--- config.mk ---
export PLATFORM = sky130hd
export DESIGN_NAME = stopgrant_ctrl
export DESIGN_NICKNAME = d
export VERILOG_FILES = /design/src/rtl/stopgrant_pkg.sv /design/src/rtl/sg_req_sync.sv /design/src/rtl/sg_ctrl.sv /design/src/rtl/sg_gate_dp.sv /design/src/rtl/stopgrant_ctrl.sv
export SDC_FILE = /design/constraint.sdc
export NUM_CORES = 1
export LEC_CHECK = 0
export ABC_CLOCK_PERIOD_IN_PS = 2600
export BUFFER_PORTS_ARGS = -buffer_cell sky130_fd_sc_hd__buf_4
export CAP_MARGIN = 20
export CORE_AREA = 2 2 39 41
export CTS_CLUSTER_SIZE = 10
export DETAILED_ROUTE_END_ITERATION = 6
export DIE_AREA = 0 0 41 43
export PLACE_DENSITY = 0.55
export SLEW_MARGIN = 30
export SYNTH_ARGS = -nofsm -noshare
export SYNTH_HDL_FRONTEND = slang
export SYNTH_SLANG_ARGS = --single-unit
--- constraint.sdc ---
create_clock -name clk -period 2.6 [get_ports clk]
set_clock_uncertainty 0.1 [all_clocks]
set_input_delay 0.26 -clock clk [delete_from_list [all_inputs] [get_ports clk]]
set_output_delay 0.26 -clock clk [all_outputs]
set_load 0.01 [all_outputs]
--- src/rtl/stopgrant_pkg.sv ---
package stopgrant_pkg;
  // State codes are visible at the stateOut port
  typedef enum logic [1:0] {
    ST_RUN     = 2'd0,
    ST_ACKPEND = 2'd1,
    ST_STOPPED = 2'd2,
    ST_WAKE    = 2'd3
  } sgState_e;

  // Strobes from control to the enable datapath
  typedef struct packed {
    logic gateOff;
    logic gateOn;
  } sgStrobe_t;
endpackage

--- src/rtl/sg_req_sync.sv ---
module sg_req_sync #(
  parameter int STAGES = 2
) (
  input  logic clk,
  input  logic rstN,
  input  logic reqN,
  output logic reqSync
);
  localparam int LAST = STAGES - 1;

  logic [LAST:0] chain;

  always_ff @(posedge clk) begin
    if (!rstN) chain <= '0;
    else       chain <= {chain[LAST-1:0], ~reqN};
  end

  assign reqSync = chain[LAST];
endmodule

--- src/rtl/sg_ctrl.sv ---
module sg_ctrl
  import stopgrant_pkg::*;
(
  input  logic      clk,
  input  logic      rstN,
  input  logic      stopSync,
  input  logic      ackSent,
  output sgState_e  state,
  output sgStrobe_t strb
);
  sgState_e stateNext;

  always_comb begin
    stateNext    = state;
    strb.gateOff = 1'b0;
    strb.gateOn  = 1'b0;
    unique case (state)
      ST_RUN: if (stopSync) stateNext = ST_ACKPEND;
      ST_ACKPEND: begin
        if (ackSent) begin
          if (stopSync) begin
            stateNext    = ST_STOPPED;
            strb.gateOff = 1'b1;
          end else begin
            stateNext = ST_RUN;
          end
        end
      end
      ST_STOPPED: begin
        if (!stopSync) begin
          stateNext   = ST_WAKE;
          strb.gateOn = 1'b1;
        end
      end
      ST_WAKE: stateNext = ST_RUN;
      default: stateNext = ST_RUN;
    endcase
  end

  always_ff @(posedge clk) begin
    if (!rstN) state <= ST_RUN;
    else       state <= stateNext;
  end


  ack_hold_chk: assert property (@(posedge clk) disable iff (!rstN)
    (state == ST_ACKPEND && !ackSent) |=> (state == ST_ACKPEND));


  wake_once_chk: assert property (@(posedge clk) disable iff (!rstN)
    (state == ST_WAKE) |=> (state == ST_RUN));


  run_idle_chk: assert property (@(posedge clk) disable iff (!rstN)
    (state == ST_RUN && !stopSync) |=> (state == ST_RUN));


  stop_hold_chk: assert property (@(posedge clk) disable iff (!rstN)
    (state == ST_STOPPED && stopSync) |=> (state == ST_STOPPED));
endmodule

--- src/rtl/sg_gate_dp.sv ---
module sg_gate_dp
  import stopgrant_pkg::*;
#(
  parameter int NUM_CORE = 4
) (
  input  logic                clk,
  input  logic                rstN,
  input  sgStrobe_t           strb,
  output logic [NUM_CORE-1:0] coreClkEn,
  output logic                busClkEn,
  output logic                intClkEn,
  output logic                resume
);
  genvar d;
  generate
    for (d = 0; d < NUM_CORE; d++) begin : g_core
      always_ff @(posedge clk) begin
        if (!rstN)             coreClkEn[d] <= 1'b1;
        else if (strb.gateOff) coreClkEn[d] <= 1'b0;
        else if (strb.gateOn)  coreClkEn[d] <= 1'b1;
      end
    end
  endgenerate

  always_ff @(posedge clk) begin
    if (!rstN) resume <= 1'b0;
    else       resume <= strb.gateOn;
  end

  // Snoop and interrupt domains are never gated
  assign busClkEn = 1'b1;
  assign intClkEn = 1'b1;


  resume_pulse_chk: assert property (@(posedge clk) disable iff (!rstN)
    resume |=> !resume);


  gate_drop_chk: assert property (@(posedge clk) disable iff (!rstN)
    $fell(coreClkEn[0]) |-> $past(strb.gateOff));
endmodule

--- src/rtl/stopgrant_ctrl.sv ---
module stopgrant_ctrl
  import stopgrant_pkg::*;
#(
  parameter int NUM_CORE    = 4,
  parameter int SYNC_STAGES = 2
) (
  input  logic                clk,
  input  logic                rstN,
  input  logic                stopReqN,
  input  logic                ackSent,
  output logic                ackReq,
  output logic [NUM_CORE-1:0] coreClkEn,
  output logic                busClkEn,
  output logic                intClkEn,
  output logic                resumeExec,
  output logic [1:0]          stateOut
);
  logic      stopSync;
  sgState_e  state;
  sgStrobe_t strb;

  sg_req_sync #(.STAGES(SYNC_STAGES)) u_sync (
    .clk(clk), .rstN(rstN), .reqN(stopReqN), .reqSync(stopSync)
  );

  sg_ctrl u_ctrl (
    .clk(clk), .rstN(rstN), .stopSync(stopSync), .ackSent(ackSent),
    .state(state), .strb(strb)
  );

  sg_gate_dp #(.NUM_CORE(NUM_CORE)) u_dp (
    .clk(clk), .rstN(rstN), .strb(strb), .coreClkEn(coreClkEn),
    .busClkEn(busClkEn), .intClkEn(intClkEn), .resume(resumeExec)
  );

  assign ackReq   = (state == ST_ACKPEND);
  assign stateOut = state;


  stopped_gated_chk: assert property (@(posedge clk) disable iff (!rstN)
    (state == ST_STOPPED) |-> (coreClkEn == '0));


  running_ungated_chk: assert property (@(posedge clk) disable iff (!rstN)
    (state != ST_STOPPED) |-> (&coreClkEn));


  resume_in_wake_chk: assert property (@(posedge clk) disable iff (!rstN)
    resumeExec |-> (state == ST_WAKE));


  withdraw_chk: assert property (@(posedge clk) disable iff (!rstN)
    (state == ST_ACKPEND && ackSent && !stopSync) |=> (state == ST_RUN && (&coreClkEn)));
endmodule

==> out/metrics.csv, run 1 <==
stage,metric,value,unit
floorplanning,core,0.00138,mm2
route,firstDrtPassIters,2,
route,post_drt_wl_per_cell,8.79,um
clocking,holdBufCountCts,0,
clocking,clock_path_buffers,2,
hold_path,hold_path_end,u_sync.chain[0],
status,status,completed,
timing,fin_crit,1.36,ns
final_layout,antenna_cells,0,
timing,finalSetupViolations,0,
floorplanning,design.die.area,0.00176,mm2
placement,dp_slack,1.50,ns
synthesis,syn_inst,27,
clocking,numCtsBuffers,3,
synthesis,postSynthAreaPerCell,10.2,um2
floorplanning,fp.dieH,43,um
power_and_ir_drop,powerDensity,541,mW/mm2
clocking,worst_skew_pair.late_latency,0.24,ns
synthesis,yosysTopAreaCellShare,43.6,%
clocking,cts_sinks,6,
critical_path,required,2.24,ns
synthesis,ys_ff_latch,6,
floorplanning,pin_count,14,
power_and_ir_drop,p_leak,0.177,nW
timing,slew_viol_final,0,
global_routing,grt_pass1_wl,621,um
timing,rsz0062_at_grt,false,
global_routing,antenna_found_initial,0,
synthesis,async_flop_share,0,%
floorplanning,row_count,14,
critical_path,critPathKind,reg2out,
placement,io_buffer_count,11,
timing,setup_ws,1.24,ns
critical_path,crit_fanout,7,
final_layout,syn2layout_area_growth,33.2,%
synthesis,synth.cells.most_frequent,"dfxtp_1 (6), buf_4 (5), and2b_2 (2), nand2_1 (2), nor2b_1 (2)",
final_layout,final_cell_area,367,um2
floorplanning,start_util,19.9,%
clocking,ctsResizeCount,0,
critical_path,cp-end-kind,output port,
route,via_per_inst,3.68,
critical_path,cp-start-kind,flip-flop,
route,drt_iter0_drc,2,
global_routing,grt_start_max_net_pins,9,
clocking,cts_root_buffer,clkbuf_4,
timing,tns,0,ns
clocking,post-cts-setup-buffer-count,0,
final_layout,finalNetCount,43,
timing,fmax,735,MHz
critical_path,rr_endpoint,u_ctrl.state[0],
synthesis,yosys_most_used_dff,dfxtp_1,
route,vias,195,
synthesis,ys_warn_count,0,
placement,place.gp.congestion,0.596,
hold_path,hp-class,in2reg,
critical_path,reg2reg_setup_slack,1.54,ns
global_routing,grt.total_usage,6.04,%
route,ant_nets,0,
power_and_ir_drop,power.total,0.000198,W
hold_path,min_from,stopReqN,
placement,place_area,344,um2
clocking,h-tree-depth,1,
job,cap_violations,0,
route,drc,0,
synthesis,synth_cell_types,15,
global_routing,grt.overflow.total,0,
critical_path,crit_arrival,1.00,ns
synthesis,syn_area,275,um2
synthesis,synth-edff-count,0,
synthesis,ys_seq_area_share,43.6,%
hold_path,holdPathStages,2,
final_layout,final_core_util,26.5,%
synthesis,synth.area.top_cells,"dfxtp_1 (44%), buf_4 (14%), and2b_2 (6.4%)",
timing,period_share,52.3,%
synthesis,synth.most_common_cell,dfxtp_1,
clocking,clk_pin_slew,0.05,ns
synthesis,yosys.area.top_type,dfxtp_1,
final_layout,layout-drive-gt1-share,48.6,%
clocking,cts_tree,built,
floorplanning,die_x,41,um
power_and_ir_drop,ir_drop,0.357,mV
timing,hold_viol_final,0,
route,routed_wl,466,um
global_routing,grt_pass1_vias,145,
critical_path,r2r_cells,2,
==> worst max-delay path by stage <==
| stage | from | endpoint | cells after the start |
|---|---|---|---|
| after CTS | flip-flop | ackReq | 2 |
| after global placement | flip-flop | ackReq | 2 |
| after floorplan | flip-flop | u_ctrl.state[0] | 2 |
| after global routing | flip-flop | ackReq | 2 |
| after detailed placement | flip-flop | ackReq | 2 |
| final | flip-flop | ackReq | 2 |
==> placed cells by master, fill, tap and decap left out <==
master	count
buf_4	11
dfxtp_1	6
clkbuf_4	3
and2b_2	2
nand2_1	2
nor2b_1	2
conb_1	2
and2_1	1
inv_1	1
and3_1	1
or3b_1	1
o2111ai_2	1
or2_2	1
and4bb_1	1
a31o_1	1
a22o_1	1
==> area by class of cell <==
type / instances / area [um2]
clock buffers: 3 / 22.5
well taps: 16 / 20.0
repair buffers: 11 / 82.6
flip-flops and latches: 6 / 120
multi-input cells: 16 / 118
inverters: 1 / 3.75
fillers: 158 / 1020
==> through the flow <==
step                      hold WS, ns  instances
final                          0.0671         53
after global routing           0.0627         53
after CTS                      0.0597         53
after detailed placement        0.315         50
after global placement          0.308         50
after floorplan                 0.227         28
==> cell families (layout without fill, tap and decap cells) <==
logic type / Yosys count / count (layout) / share of synthesized area (%)
DFF: 6 / 6 / 43.6
AOI/OAI and AO/OA: 3 / 3 / 11.8
and+or+nand+nor: 11 / 11 / 28.2
other: 1 / 2 / 1.36
buffers and inverters: 6 / 15 / 15.0
==> per-layer routing <==
layer | track usage (%) | wire [um] | vias up
met4 | 2.00 | 0 | 0
met3 | 7.85 | 63 | 0
met1 | 6.17 | 235 | 80
met5 | 0 | 0 | -
met2 | 7.19 | 167 | 12
li1 | - | - | 103
==> power breakdown <==
group	internal (W)	switching [W]
clock network	0.0000521	0.0000319
logic	0.00000988	0.00000694
registers	0.0000950	0.00000239
total	0.000157	0.0000412
==> critical path: stages, from the launching register on <==
cell,delay [ns]
dfxtp_1,0.40
and2b_2,0.23
buf_4,0.13
(Power assumes the default switching activity.)
==> run 2, diff against run 1 <==
- ABC_AREA: not set -> 1
- ABC_CLOCK_PERIOD_IN_PS: 2600 -> 1160
- PLACE_DENSITY: 0.55 -> 0.54
- clock period: 2.6 -> 1.16 ns (I/O delays scaled with it)
==> run 2 against run 1 <==
  * Global-route usage rose by 0.29 points
  * Core utilization grew 0.18 points
  * Power grew 120%
  * Count of clock-buffer cells in the layout did not move
  * Sequential share of layout area increased by 0.12 points
  * Worst hold slack improved by 0.021 ns
  * Combinational power grew 120%
  * Design area increased by 0.68%
  * Non-clock buffer count up 2
  * Critical path type unchanged
==> out/metrics.csv, run 2 <==
stage,metric,value,unit,change
status,status,completed,,
hold_path,min_from,ackSent,,
floorplanning,fp.dieH,43,um,unchanged
route,vias,217,,+11%
global_routing,grt_pass1_vias,191,,+32%
power_and_ir_drop,p_leak,0.187,nW,+5.9%
placement,io_buffer_count,11,,unchanged
floorplanning,row_count,14,,unchanged
placement,dp_slack,0.217,ns,-1.28 ns
synthesis,async_flop_share,0,%,unchanged
critical_path,rr_endpoint,u_ctrl.state[0],,
timing,tns,0,ns,unchanged
floorplanning,start_util,18.5,%,-1.4 points
power_and_ir_drop,ir_drop,0.613,mV,+72%
power_and_ir_drop,p_int,0.000350,W,+120%
clocking,h-tree-depth,1,,unchanged
synthesis,syn_inst,33,,+22%
final_layout,syn2layout_area_growth,43.9,%,
placement,place.gp.congestion,0.667,,+12%
global_routing,grt_start_max_net_pins,7,,-2
timing,period_share,94.0,%,
synthesis,synth.area.top_cells,"dfxtp_1 (47%), buf_4 (15%), inv_1 (8.8%)",,
timing,setup_ws,0.0702,ns,-1.17 ns
final_layout,final_cell_mix,"buf_4 (11), nand2_1 (5), inv_1 (5), dfxtp_1 (5), nor2_1 (4)",,
timing,rsz0062_at_grt,false,,
route,via_per_inst,3.56,,-3.3%
timing,slew_viol_final,0,,unchanged
global_routing,grt_pass1_wl,731,um,+18%
clocking,cts_sinks,6,,unchanged
critical_path,reg2reg_setup_slack,0.21,ns,-1.33 ns
power_and_ir_drop,share_comb_of_total_power,8.5,%,about the same
synthesis,yosys.area.top_type,dfxtp_1,,
clocking,post-cts-setup-buffer-count,0,,unchanged
power_and_ir_drop,clkPwrFrac,42.5,%,about the same
final_layout,layout_commonest_cell,buf_4,,
clocking,clk_pin_slew,0.04,ns,about the same
critical_path,cp-end-kind,output port,,
power_and_ir_drop,netSwitchingFraction,20.9,%,+0.055 points
route,drc,0,,unchanged
timing,finalSetupViolations,0,,unchanged
route,routed_wl,444,um,-4.7%
critical_path,crit_fanout,6,,-1
synthesis,ys_ff_latch,6,,unchanged
route,ant_nets,0,,unchanged
floorplanning,pin_count,14,,unchanged
critical_path,cp-start-kind,flip-flop,,
clocking,numCtsBuffers,3,,unchanged
route,post_drt_wl_per_cell,7.28,um,-17%
hold_path,hp-class,in2reg,,
route,firstDrtPassIters,4,,+2
clocking,worst_skew_pair.late_latency,0.24,ns,about the same
synthesis,ys_warn_count,0,,unchanged
synthesis,ys_seq_area_share,46.8,%,+3.2 points
timing,fin_crit,1.09,ns,
clocking,cts_root_buffer,clkbuf_4,,
route,drt_iter0_drc,6,,+4
critical_path,crit_arrival,0.87,ns,-0.13 ns
clocking,cts_tree,built,,
floorplanning,die_x,41,um,unchanged
floorplanning,core,0.00138,mm2,unchanged
hold_path,holdPathStages,3,,+1
critical_path,required,0.94,ns,-1.30 ns
final_layout,antenna_cells,0,,unchanged
clocking,clock_path_buffers,2,,unchanged
power_and_ir_drop,power_frac_seq,49.0,%,about the same
synthesis,synth_cell_types,11,,-4
power_and_ir_drop,powerDensity,1200,mW/mm2,+120%
critical_path,r2r_cells,5,,+3
synthesis,yosys_most_used_dff,dfxtp_1,,
global_routing,grt.total_usage,6.33,%,+0.29 points
synthesis,synth.cells.most_frequent,"dfxtp_1 (6), inv_1 (6), buf_4 (5), nand2_1 (5), nor2_1 (4)",,
placement,place.detailed.hpwl,356,um,
timing,hold_viol_final,0,,unchanged
critical_path,critPathKind,reg2out,,
synthesis,yosysTopAreaCellShare,46.8,%,+3.2 points
synthesis,synth-edff-count,0,,unchanged
power_and_ir_drop,p_sw,0.0000922,W,+120%
job,cap_violations,0,,unchanged
floorplanning,design.die.area,0.00176,mm2,unchanged
synthesis,postSynthAreaPerCell,7.77,um2,-24%
global_routing,antenna_found_initial,0,,unchanged
final_layout,finalNetCount,51,,+19%
global_routing,grt.overflow.total,0,,unchanged
final_layout,layout-drive-gt1-share,37.8,%,-11 points
timing,fmax,918,MHz,
synthesis,syn_area,256,um2,-6.8%
## run 2: cell types whose count changed after synthesis, sizes merged, moves of 2 or more
cell / before / now
inv: 1 / 6
nor2: 0 / 4
nand2: 2 / 5
nand3: 0 / 3
and2b: 2 / 0
nor2b: 2 / 0
## run 2: cell type report
cell class	instances	area [um2]
multi-input cells	17	80.1
clock buffers	3	22.5
inverters	6	22.5
repair buffers	13	103
fillers	151	1010
flip-flops and latches	6	121
well taps	16	20.0
## run 2: worst max-delay path by stage
stage	to	slack [ns]	cells past startpoint
after floorplan	u_ctrl.state[0]	0.23	5
after CTS	ackReq	0.04	3
after detailed placement	u_ctrl.state[0]	0.22	5
after global routing	ackReq	0.002	2
final	ackReq	0.07	2
after global placement	u_ctrl.state[0]	0.21	5
## run 2: cells by family (layout without fill, tap and decap cells)
family,Yosys count,after routing,share of synthesized area (%)
flip-flops,6,6,46.8
AO/OA/AOI/OAI,1,1,1.95
AND/OR/NAND/NOR,14,14,26.3
other,1,2,1.46
buffers and inverters,11,22,23.4
## run 2: metrics by stage
| stage | power, W | cell area, um2 | util, % | hold WS (ns) | cells |
|---|---|---|---|---|---|
| finish | 0.000442 | 369 | 26.7 | 0.0886 | 61 |
| global route | 0.000461 | 369 | 26.7 | 0.109 | 61 |
| CTS | 0.000447 | 369 | 26.7 | 0.0911 | 61 |
| detailed placement | 0.000252 | 325 | 23.5 | 0.175 | 56 |
| global placement | 0.000252 | 325 | 23.5 | 0.173 | 56 |
| floorplan | 0.000240 | 260 | - | 0.0884 | 34 |
## run 2: power groups by stage
stage	Combinational [W]	Clock, W	Sequential (W)
floorplan	0.0000202	0	0.000220
global placement	0.0000319	0	0.000220
detailed placement	0.0000322	0	0.000220
CTS	0.0000377	0.000193	0.000216
global route	0.0000422	0.000202	0.000217
finish	0.0000375	0.000188	0.000216
## run 2: layer usage
layer	vias up	track usage (%)	share of wire, %
li1	117	-	-
met1	87	7.74	43
met2	13	8.13	38
met3	0	6.81	18
met4	0	0	0
met5	-	0	0
## run 2: worst max-delay path, stage by stage (launching register included)
cell and delay [ns]:
dfxtp_1 0.41, nor2_1 0.08, buf_4 0.14
## run 2: timing repair
item / 4_1_cts / 5_1_grt
hold buffers: 2 / 0
endpoints found under the setup margin: 1 / 1
resized for setup: 1 / 1
hold endpoints to repair: 4 / 0
